===== src/rtl/tm_pkg.sv =====
// Shared constants and the table-fill rule for the token matcher.
// Assumes tokens are split into 4-bit slices, each addressing a 16-entry table.
package tm_pkg;

    localparam int TM_NIB_W = 4;

    // Table bit for address a: 1 when every cared-for bit of a equals the key slice
    function automatic logic tm_fill_bit(
        input logic [TM_NIB_W-1:0] addr,
        input logic [TM_NIB_W-1:0] key_slice,
        input logic [TM_NIB_W-1:0] care_slice
    );
        return ((addr ^ key_slice) & care_slice) == '0;
    endfunction

endpackage


===== src/rtl/tm_key_slot.sv =====
// One key slot: per-slice 1-bit lookup tables plus its own fill sequencer.
// A load strobe while idle latches value and care mask, then writes one table
// address per cycle for 2**TM_NIB_W cycles. A load strobe while sweeping is dropped.
// The hit output is a pure table read of the supplied token.
module tm_key_slot
    import tm_pkg::*;
#(
    parameter int TOK_W = 8
) (
    input  logic             clk,
    input  logic             rst_n,
    input  logic             load,
    input  logic [TOK_W-1:0] load_val,
    input  logic [TOK_W-1:0] load_care,
    input  logic [TOK_W-1:0] look_tok,
    output logic             sweeping,
    output logic             key_hit
);
    localparam int SLICES = TOK_W / TM_NIB_W;
    localparam int DEPTH  = 1 << TM_NIB_W;

    logic [TM_NIB_W-1:0]          addr;
    logic [TOK_W-1:0]             val_q;
    logic [TOK_W-1:0]             care_q;
    logic [SLICES-1:0][DEPTH-1:0] tbl;

    // Fill sequencer: accept a load when idle, then write one address per cycle
    always_ff @(posedge clk) begin
        if (!rst_n) begin
            sweeping <= 1'b0;
            addr     <= '0;
            val_q    <= '0;
            care_q   <= '0;
            tbl      <= '0;
        end else if (load && !sweeping) begin
            sweeping <= 1'b1;
            addr     <= '0;
            val_q    <= load_val;
            care_q   <= load_care;
        end else if (sweeping) begin
            for (int s = 0; s < SLICES; s++) begin
                tbl[s][addr] <= tm_fill_bit(addr,
                                            val_q[s*TM_NIB_W +: TM_NIB_W],
                                            care_q[s*TM_NIB_W +: TM_NIB_W]);
            end
            addr <= addr + 1'b1;
            if (addr == TM_NIB_W'(DEPTH - 1)) begin
                sweeping <= 1'b0;
            end
        end
    end

    // Match path: AND of one table read per token slice
    always_comb begin
        key_hit = 1'b1;
        for (int s = 0; s < SLICES; s++) begin
            key_hit = key_hit & tbl[s][look_tok[s*TM_NIB_W +: TM_NIB_W]];
        end
    end


    restart_ignore_chk: assert property (@(posedge clk) disable iff (!rst_n)
        (sweeping && load) |=> ($stable(val_q) && $stable(care_q)));

endmodule


===== src/rtl/tm_lowest_enc.sv =====
// Priority encoder: index of the lowest set flag, plus an any-set bit.
// Assumes IW is wide enough to hold N-1.
module tm_lowest_enc #(
    parameter int N  = 16,
    parameter int IW = 4
) (
    input  logic [N-1:0]  flags,
    output logic [IW-1:0] idx,
    output logic          any
);
    // Scan from the top down so the lowest set flag wins
    always_comb begin
        idx = '0;
        any = 1'b0;
        for (int i = N - 1; i >= 0; i--) begin
            if (flags[i]) begin
                idx = IW'(i);
                any = 1'b1;
            end
        end
    end

endmodule


===== src/rtl/token_matcher.sv =====
// Parallel token matcher: every accepted token is looked up in all key slots
// at once. Stage 1 registers the token, the lookup runs in the next cycle,
// and stage 2 registers the flags and the encoded index. Results are
// zeroed while any slot is sweeping. Assumes TOK_W is a multiple of 4.
module token_matcher #(
    parameter int NUM_KEYS = 16,
    parameter int TOK_W    = 8
) (
    input  logic                        clk,
    input  logic                        rst_n,
    input  logic                        tok_valid,
    input  logic [TOK_W-1:0]            tok_data,
    input  logic                        prog_start,
    input  logic [$clog2(NUM_KEYS)-1:0] prog_key,
    input  logic [TOK_W-1:0]            prog_value,
    input  logic [TOK_W-1:0]            prog_mask,
    output logic                        prog_busy,
    output logic                        hit_valid,
    output logic [NUM_KEYS-1:0]         hit_flags,
    output logic                        hit_any,
    output logic [$clog2(NUM_KEYS)-1:0] hit_idx
);
    localparam int KEY_IW = $clog2(NUM_KEYS);

    logic                tok_vld_q;
    logic [TOK_W-1:0]    tok_q;
    logic [NUM_KEYS-1:0] slot_sweep;
    logic [NUM_KEYS-1:0] slot_hit;
    logic [NUM_KEYS-1:0] flags_nx;
    logic [KEY_IW-1:0]   idx_nx;
    logic                any_nx;

    // Stage 1: capture the incoming token
    always_ff @(posedge clk) begin
        if (!rst_n) begin
            tok_vld_q <= 1'b0;
            tok_q     <= '0;
        end else begin
            tok_vld_q <= tok_valid;
            tok_q     <= tok_data;
        end
    end

    for (genvar k = 0; k < NUM_KEYS; k++) begin : g_slot
        tm_key_slot #(.TOK_W(TOK_W)) i_slot (
            .clk      (clk),
            .rst_n    (rst_n),
            .load     (prog_start && (prog_key == KEY_IW'(k))),
            .load_val (prog_value),
            .load_care(prog_mask),
            .look_tok (tok_q),
            .sweeping (slot_sweep[k]),
            .key_hit  (slot_hit[k])
        );
    end

    assign prog_busy = |slot_sweep;

    // Gate lookups: no token or a running sweep gives an empty result
    always_comb begin
        flags_nx = (tok_vld_q && !prog_busy) ? slot_hit : '0;
    end

    tm_lowest_enc #(.N(NUM_KEYS), .IW(KEY_IW)) i_enc (
        .flags(flags_nx),
        .idx  (idx_nx),
        .any  (any_nx)
    );

    // Stage 2: register the result
    always_ff @(posedge clk) begin
        if (!rst_n) begin
            hit_valid <= 1'b0;
            hit_flags <= '0;
            hit_any   <= 1'b0;
            hit_idx   <= '0;
        end else begin
            hit_valid <= tok_vld_q;
            hit_flags <= flags_nx;
            hit_any   <= any_nx;
            hit_idx   <= idx_nx;
        end
    end


    prog_quiet_chk: assert property (@(posedge clk) disable iff (!rst_n)
        $past(prog_busy) |-> (hit_flags == '0));


    idle_result_chk: assert property (@(posedge clk) disable iff (!rst_n)
        !hit_valid |-> ((hit_flags == '0) && !hit_any));


    any_flag_chk: assert property (@(posedge clk) disable iff (!rst_n)
        hit_any == (hit_flags != '0));


    idx_lowest_chk: assert property (@(posedge clk) disable iff (!rst_n)
        hit_any |-> (hit_flags[hit_idx] &&
                     ((hit_flags & ((NUM_KEYS'(1) << hit_idx) - NUM_KEYS'(1))) == '0)));

endmodule


===== config.mk =====
export PLATFORM = sky130hd
export DESIGN_NAME = token_matcher
export DESIGN_NICKNAME = d
export VERILOG_FILES = /design/src/rtl/tm_pkg.sv /design/src/rtl/tm_key_slot.sv /design/src/rtl/tm_lowest_enc.sv /design/src/rtl/token_matcher.sv
export SDC_FILE = /design/constraint.sdc
export NUM_CORES = 2
export LEC_CHECK = 0
export BUFFER_PORTS_ARGS = -buffer_cell sky130_fd_sc_hd__buf_2
export CAP_MARGIN = 20
export CORE_ASPECT_RATIO = 0.9
export CORE_MARGIN = 1
export CORE_UTILIZATION = 50
export DETAILED_ROUTE_END_ITERATION = 12
export PLACE_DENSITY_LB_ADDON = 0.12
export RECOVER_POWER = 50
export SLEW_MARGIN = 10
export SYNTH_ARGS = -nofsm -noshare
export SYNTH_HDL_FRONTEND = slang
export SYNTH_SLANG_ARGS = --single-unit

===== constraint.sdc =====
create_clock -name clk -period 2.7 [get_ports clk]
set_input_delay 0.27 -clock clk [delete_from_list [all_inputs] [get_ports clk]]
set_output_delay 0.27 -clock clk [all_outputs]
set_load 0.02 [all_outputs]

# After elaboration in Yosys (flattened, before gate mapping)
# Index checks and enable logic that the tools add are counted.
[totals] ff_bits=879 output_inout_bits=23 wordCells=627
[classes] add_sub_neg=16 n_lt_le_gt_ge=34 eq_ne=31 muxes=208 bitwise=97 n_reduce_logical=136
[ops] cell="16-bit bitwise mux" count=32
[ops] cell="4-bit logical NOT" count=33
[ops] cell="4-bit bitwise AND" count=32
[ops] cell="1-bit binary-select mux with 4-bit select" count=32
[ops] cell="4-bit bitwise XOR" count=32
[ops] cell="1-bit two-way mux" count=113
[ops] cell="4-bit equality test, second input constant" count=24
[ops] cell="4-bit by 5-bit less-than comparator with 1-bit output, second input constant" count=18
[ops] cell="4-bit by 1-bit adder with 4-bit output, second input constant" count=16
[ops] cell="1-bit demux with 4-bit select" count=16
[ops] cell="4-bit by 1-bit >= comparator with 1-bit output, second input constant" count=16
[ops] cell="1-bit logical AND" count=49
[ops] cell="2-bit OR reduction" count=17
[ops] cell="4-bit two-way mux" count=8
[ops] cell="2-bit AND reduction" count=16
[ops] cell="1-bit logical NOT" count=17
[ops] cell="1-bit inverter" count=17
[ops] cell="1-bit bitwise AND" count=16
[ops] cell="4-bit by 3-bit equality test with 1-bit output, second input constant" count=4
[ops] cell="16-bit two-way mux" count=1
[ops] cell="16-bit OR reduction" count=1
[ops] cell="3-bit two-way mux" count=4
[ops] cell="9-bit OR reduction" count=1
[ops] cell="4-bit by 2-bit equality test with 1-bit output, second input constant" count=2
[ops] cell="other kinds (4)" count=5

# Longest topological paths before layout
[depth] word_depth=20 ltp_mapped=12

# Modules after synthesis
# From an unflattened synthesis, not the netlist that was laid out.
[unflattened] hier_cells=4885 area_unflattened_um2=42908.7
[by_module_without_submodules] mod="tm_key_slot" instances=16 cells_each=294 area_per_inst_um2=2590.0 seq_area_each_um2=1061.0
[by_module_without_submodules] mod="token_matcher" instances=1 cells_each=148 area_per_inst_um2=1290.0 seq_area_each_um2=620.6
[by_module_without_submodules] mod="tm_lowest_enc" instances=1 cells_each=33 area_per_inst_um2=178.9 seq_area_each_um2=0.0

# Worst setup path after synthesis
# No wires, ideal clock.
[synth_path] path_type="register to register" start="reg tok_q[3]" end="reg hit_any" setup_ps=133 arrival_ps=2320 path_slack_ps=248 stages_incl_launch_ff=9 n_path_buf=2 period_less_slack_ps=2452 path_cell_list="dfxtp_1 -> buf_2 -> buf_1 -> mux4_2 -> mux2_2 -> o2111a_1 -> or4_1 -> inv_1 -> a31oi_1"
[synth_between] elab_chain_cells=20 elab_cells_between_ends=65
[synth_lines] item="start, declared" line_no="token_matcher.sv:26" source="logic [TOK_W-1:0] tok_q;"
[synth_lines] item="start signal, assigned" line_no="token_matcher.sv:40" source="tok_q <= tok_data;"
[synth_lines] item="1-bit binary-select mux with 4-bit select" line_no="tm_key_slot.sv:57" source="key_hit = key_hit & tbl[s][look_tok[s*TM_NIB_W +: TM_NIB_W]];"
[synth_lines] item="1-bit two-way mux (implied by the code)" line_no="tm_key_slot.sv:57"
[synth_lines] item="1-bit bitwise AND" line_no="tm_key_slot.sv:57"
[synth_lines] item="16-bit two-way mux *" line_no="token_matcher.sv:61" source="flags_nx = (tok_vld_q && !prog_busy) ? slot_hit : '0;"
[synth_lines] item="1-bit two-way mux (15 in a row)" line_no="tm_lowest_enc.sv:16" source="if (flags[i]) begin"
[synth_lines] item="1-bit two-way mux *" line_no="tm_lowest_enc.sv:16"
[synth_lines] item="end signal, assigned" line_no="token_matcher.sv:80" source="hit_any <= any_nx;"
[synth_lines] item="end, declared" line_no="token_matcher.sv:20" source="output logic hit_any,"
# Mark *: on every way between the ends. The rest lies on a longest branch, timed or not. The select of a mux whose other input is x is not followed.
# A chain may end at the register's enable or synchronous reset.

# Worst setup path after layout
[layout_path] start="reg tok_q[2]" end="reg hit_idx[1]"
[layout_between] elab_chain_cells=18 elab_cells_between_ends=64
[layout_lines] item="1-bit binary-select mux with 4-bit select" line_no="tm_key_slot.sv:57"
[layout_lines] item="1-bit two-way mux (implied by the code)" line_no="tm_key_slot.sv:57"
[layout_lines] item="1-bit bitwise AND" line_no="tm_key_slot.sv:57"
[layout_lines] item="16-bit two-way mux *" line_no="token_matcher.sv:61"
[layout_lines] item="4-bit two-way mux (8 in a row)" line_no="tm_lowest_enc.sv:16"
[layout_lines] item="3-bit two-way mux (4 in a row)" line_no="tm_lowest_enc.sv:16"
[layout_lines] item="2-bit two-way mux (2 in a row)" line_no="tm_lowest_enc.sv:16"
[layout_lines] item="end signal, assigned" line_no="token_matcher.sv:81" source="hit_idx <= idx_nx;"
[layout_lines] item="end, declared" line_no="token_matcher.sv:21" source="output logic [$clog2(NUM_KEYS)-1:0] hit_idx"
# Marks and branches as above.

==> flow_summary.yaml <==
die:
  start_util: 0.505
  die_area_um2: 79700
  chipWidth_um: 297
  core_um2: 77800
  dieHeight_um: 268
  design.portCount: 55
  row_count: 97
critical_path:
  worst_setup_path_start_kind: "flop"
  worst_reg2reg_startpoint: "tok_q[2]"
  critPathMaxFanout: 6
  r2r.worst_path.cells: 10
  worstPathRequired_ps: 3280
  critical_path_endpoint_category: "flop"
  rrSetupSlack_ps: 0.3
  data_arrival_critical_path_ps: 3280
  critPathKind: "flop to flop"
  setup.worst_path.start: "tok_q[2]"
yosys:
  synth_fp_nets: 4747
  seq_area_frac_synth: 0.448
  synthesized_flop_and_latch_total: 879
  syn_avg_cell_area_um2: 8.44
  area_of_the_mapped_netlist_um2: 39300
  async_flop_share: 0
  synth-main-ff-cell: "sky130_fd_sc_hd__dfxtp_1"
  synth-edff-count: 0
  synth-warning-count: 0
  yosysUniqueCellTypes: 53
  syn_inst: 4651
placement:
  io_buffers: 54
  routabilityCongestion: 0.875
  post-dp-hpwl_mm: 75.6
finish:
  layout.filler_cells: 7139
  areaGrowthSynthToFinish_pct: 12.4
  layout-drive-gt1-share: 0.108
  finalNetCount: 4716
power_and_ir_drop:
  max-vdd-ir-drop_uv: 520
  p_total_uw: 26800
  pwr_density_cell_nw_per_um2: 607
  cellLeakagePower_uw: 0.0152
routing:
  drc: 0
  postRouteWirelength_mm: 117
  detail_route.wl_per_cell_um: 20.4
  number_of_violations_reported_at_the_end_of_detailed_routing_iteration_0: 3188
  detail_route.vias_per_cell: 5.76
  drt.antenna.violating_nets: 0
  vias: 33000
  first_pass_iters: 6
timing:
  final_min_period_over_clock_period: 1.00
  setup_viol: 0
  max_slew.worst_pin.slew_ps: 952
  finalCriticalPeriod_ps: 2700
  fmax_ghz: 0.370
  worst_case_headroom_to_the_max_slew_limit: 0.365
  final-hold-violation-count: 0
  worst_clock_skew_ps: 12.7
  grt_setup_unrepaired: "yes"
  final_setup_tns_ps: 0
  final_max_slew_viol_count: 0
cts:
  clock_insertion_delay_at_the_later_pin_of_the_skew_report_ps: 650
  numClockSinks: 879
  path_clk_slew_ps: 60
  cts_max_path_bufs: 3
  cts.root.buffer_cell: "sky130_fd_sc_hd__clkbuf_16"
  cts_inserted_buffers: 92
  tritoncts: "built"
  h-tree-depth: 3
global_routing:
  globalRouteTotalUtil: 0.286
  largest_net_degree_at_the_start_of_global_routing: 98
  first_global_vias: 30100
  antenna_violations_before_repair: 3
  gr_overflow_total: 0
  grt_first_pass_wirelength_mm: 179
flow_run:
  max_cap_viol_count: 0
min_path:
  hold_path_class: "primary input to flop"
  hold_depth: 3
  min_from: "rst_n"
status:
  status: "finished, final reports clean"
path summary, 6_finish.rpt:
check	to
min	hit_flags[9]
min reg2reg	g_slot[2].i_slot.care_q[5]
max reg2reg	hit_idx[1]
max	hit_idx[1]
cell families after synthesis:
group                      count (synthesis)  synth area share
and+or+nand+nor                         1648             0.169
AOI/OAI and AO/OA                       1163             0.159
DFF                                      879             0.448
buffers and inverters                    416            0.0434
muxes                                    307             0.121
xor gates and xnor gates                 174            0.0388
adders and majority gates                 64            0.0204
power by group:
group | internal, µW | switching, µW | leakage (µW)
sequential | 13100 | 79.8 | 0.00709
clock | 7090 | 5280 | 0.00145
combinational | 399 | 877 | 0.00662
total | 20500 | 6240 | 0.0152
worst max-delay path, stage by stage, from the launching register on:
cell                       delay, ps
sky130_fd_sc_hd__dfxtp_4         370
sky130_fd_sc_hd__buf_12          140
sky130_fd_sc_hd__buf_12          120
sky130_fd_sc_hd__mux4_2          490
sky130_fd_sc_hd__mux4_2          480
sky130_fd_sc_hd__nand3_2         110
sky130_fd_sc_hd__a21oi_4          70
sky130_fd_sc_hd__a211oi_4        260
sky130_fd_sc_hd__o311ai_2        130
sky130_fd_sc_hd__a211o_1         330
sky130_fd_sc_hd__a21oi_2         110
per-layer routing:
| layer | vias to the layer above | routed length (µm) | global-route usage |
|---|---|---|---|
| met3 | 206 | 6760 | 0.0376 |
| met2 | 998 | 52700 | 0.449 |
| met5 | - | 0 | 0 |
| met4 | 0 | 3530 | 0.0899 |
| li1 | 15800 | - | - |
| met1 | 16000 | 54000 | 0.408 |
sequential cells by signal, summed over array words and instances, names as in the netlist:
| register | flops |
|---|---|
| g_slot.i_slot.val_q | 128 |
| tok_vld_q | 1 |
| hit_flags | 16 |
| g_slot.i_slot.tbl | 512 |
| g_slot.i_slot.sweeping | 16 |
| g_slot.i_slot.addr | 64 |
| tok_q | 8 |
| hit_valid | 1 |
| hit_any | 1 |
| g_slot.i_slot.care_q | 128 |
| hit_idx | 4 |
per-stage QoR:
stage               cells  setup slack (ps)  hold WS, ps  utilization  instance area [µm²]
floorplan            4651               248          397            -                39300
global placement     5542             -38.6          441        0.528                41100
detailed placement   5543             -84.2          446        0.528                41100
CTS                  5723              4.53          140        0.567                44100
global route         5734             -98.4          167        0.567                44100
finish               5734             0.305          163        0.567                44100
cells in the final DEF (no fill, tap or decap), types with 16 or more instances in the layout:
cell type,instances
sky130_fd_sc_hd__a22o_1,34
sky130_fd_sc_hd__mux2i_1,165
sky130_fd_sc_hd__nand2b_1,36
sky130_fd_sc_hd__buf_2,31
sky130_fd_sc_hd__dfxtp_1,871
sky130_fd_sc_hd__and2_1,16
sky130_fd_sc_hd__inv_1,37
sky130_fd_sc_hd__a221oi_1,27
sky130_fd_sc_hd__clkbuf_16,98
sky130_fd_sc_hd__a21oi_1,660
sky130_fd_sc_hd__mux4_2,130
sky130_fd_sc_hd__nand2_1,1022
sky130_fd_sc_hd__xnor2_1,16
sky130_fd_sc_hd__nor2_1,400
sky130_fd_sc_hd__a22oi_1,22
sky130_fd_sc_hd__ha_1,64
sky130_fd_sc_hd__nand3_1,21
sky130_fd_sc_hd__nor3_1,77
sky130_fd_sc_hd__buf_4,124
sky130_fd_sc_hd__xor2_1,158
sky130_fd_sc_hd__clkbuf_1,81
sky130_fd_sc_hd__clkbuf_8,16
sky130_fd_sc_hd__clkinv_2,20
sky130_fd_sc_hd__buf_12,29
sky130_fd_sc_hd__o21ai_0,384
cell usage after synthesis, types with 9 or more instances:
cell type | count | area share
sky130_fd_sc_hd__nor4_1 | 12 | 0.0019
sky130_fd_sc_hd__clkbuf_1 | 312 | 0.030
sky130_fd_sc_hd__dfxtp_1 | 879 | 0.45
sky130_fd_sc_hd__nor2b_1 | 12 | 0.0019
sky130_fd_sc_hd__buf_2 | 17 | 0.0022
sky130_fd_sc_hd__o21ai_0 | 384 | 0.049
sky130_fd_sc_hd__and2_1 | 22 | 0.0035
sky130_fd_sc_hd__nand2_1 | 1022 | 0.098
sky130_fd_sc_hd__buf_1 | 34 | 0.0032
sky130_fd_sc_hd__a221oi_1 | 32 | 0.0071
sky130_fd_sc_hd__xnor2_1 | 16 | 0.0036
sky130_fd_sc_hd__a21oi_1 | 660 | 0.084
sky130_fd_sc_hd__a22oi_1 | 22 | 0.0042
sky130_fd_sc_hd__nand4_1 | 15 | 0.0024
sky130_fd_sc_hd__inv_1 | 37 | 0.0035
sky130_fd_sc_hd__mux2_2 | 10 | 0.0029
sky130_fd_sc_hd__xor2_1 | 158 | 0.035
sky130_fd_sc_hd__nor2_1 | 401 | 0.038
sky130_fd_sc_hd__nand2b_1 | 36 | 0.0057
sky130_fd_sc_hd__or3_1 | 9 | 0.0014
sky130_fd_sc_hd__mux4_2 | 125 | 0.072
sky130_fd_sc_hd__a22o_1 | 34 | 0.0076
sky130_fd_sc_hd__nor3_1 | 79 | 0.010
sky130_fd_sc_hd__a211oi_1 | 9 | 0.0017
sky130_fd_sc_hd__mux2i_1 | 165 | 0.042
sky130_fd_sc_hd__ha_1 | 64 | 0.020
sky130_fd_sc_hd__nand3_1 | 22 | 0.0028
layout make-up:
class,count,area [µm²],area share
flip-flops and latches,879,17600,0.399
inverters,38,150,0.00340
diodes,1,2.50,0.0000567
multi-input cells,3356,20100,0.455
well taps,1039,1300,0.0295
clock buffers,139,2750,0.0622
repair buffers,253,2050,0.0464
clock inverters,29,171,0.00388
what timing repair did:
action                     CTS  global route
hold buffers                 9             0
resized for setup            0            18
hold endpoints to repair     9             0
setup buffers                3            10
pin swaps                    0             7
gates cloned                 0             1
setup endpoints to repair    2             5
(Power assumes the default switching activity.)
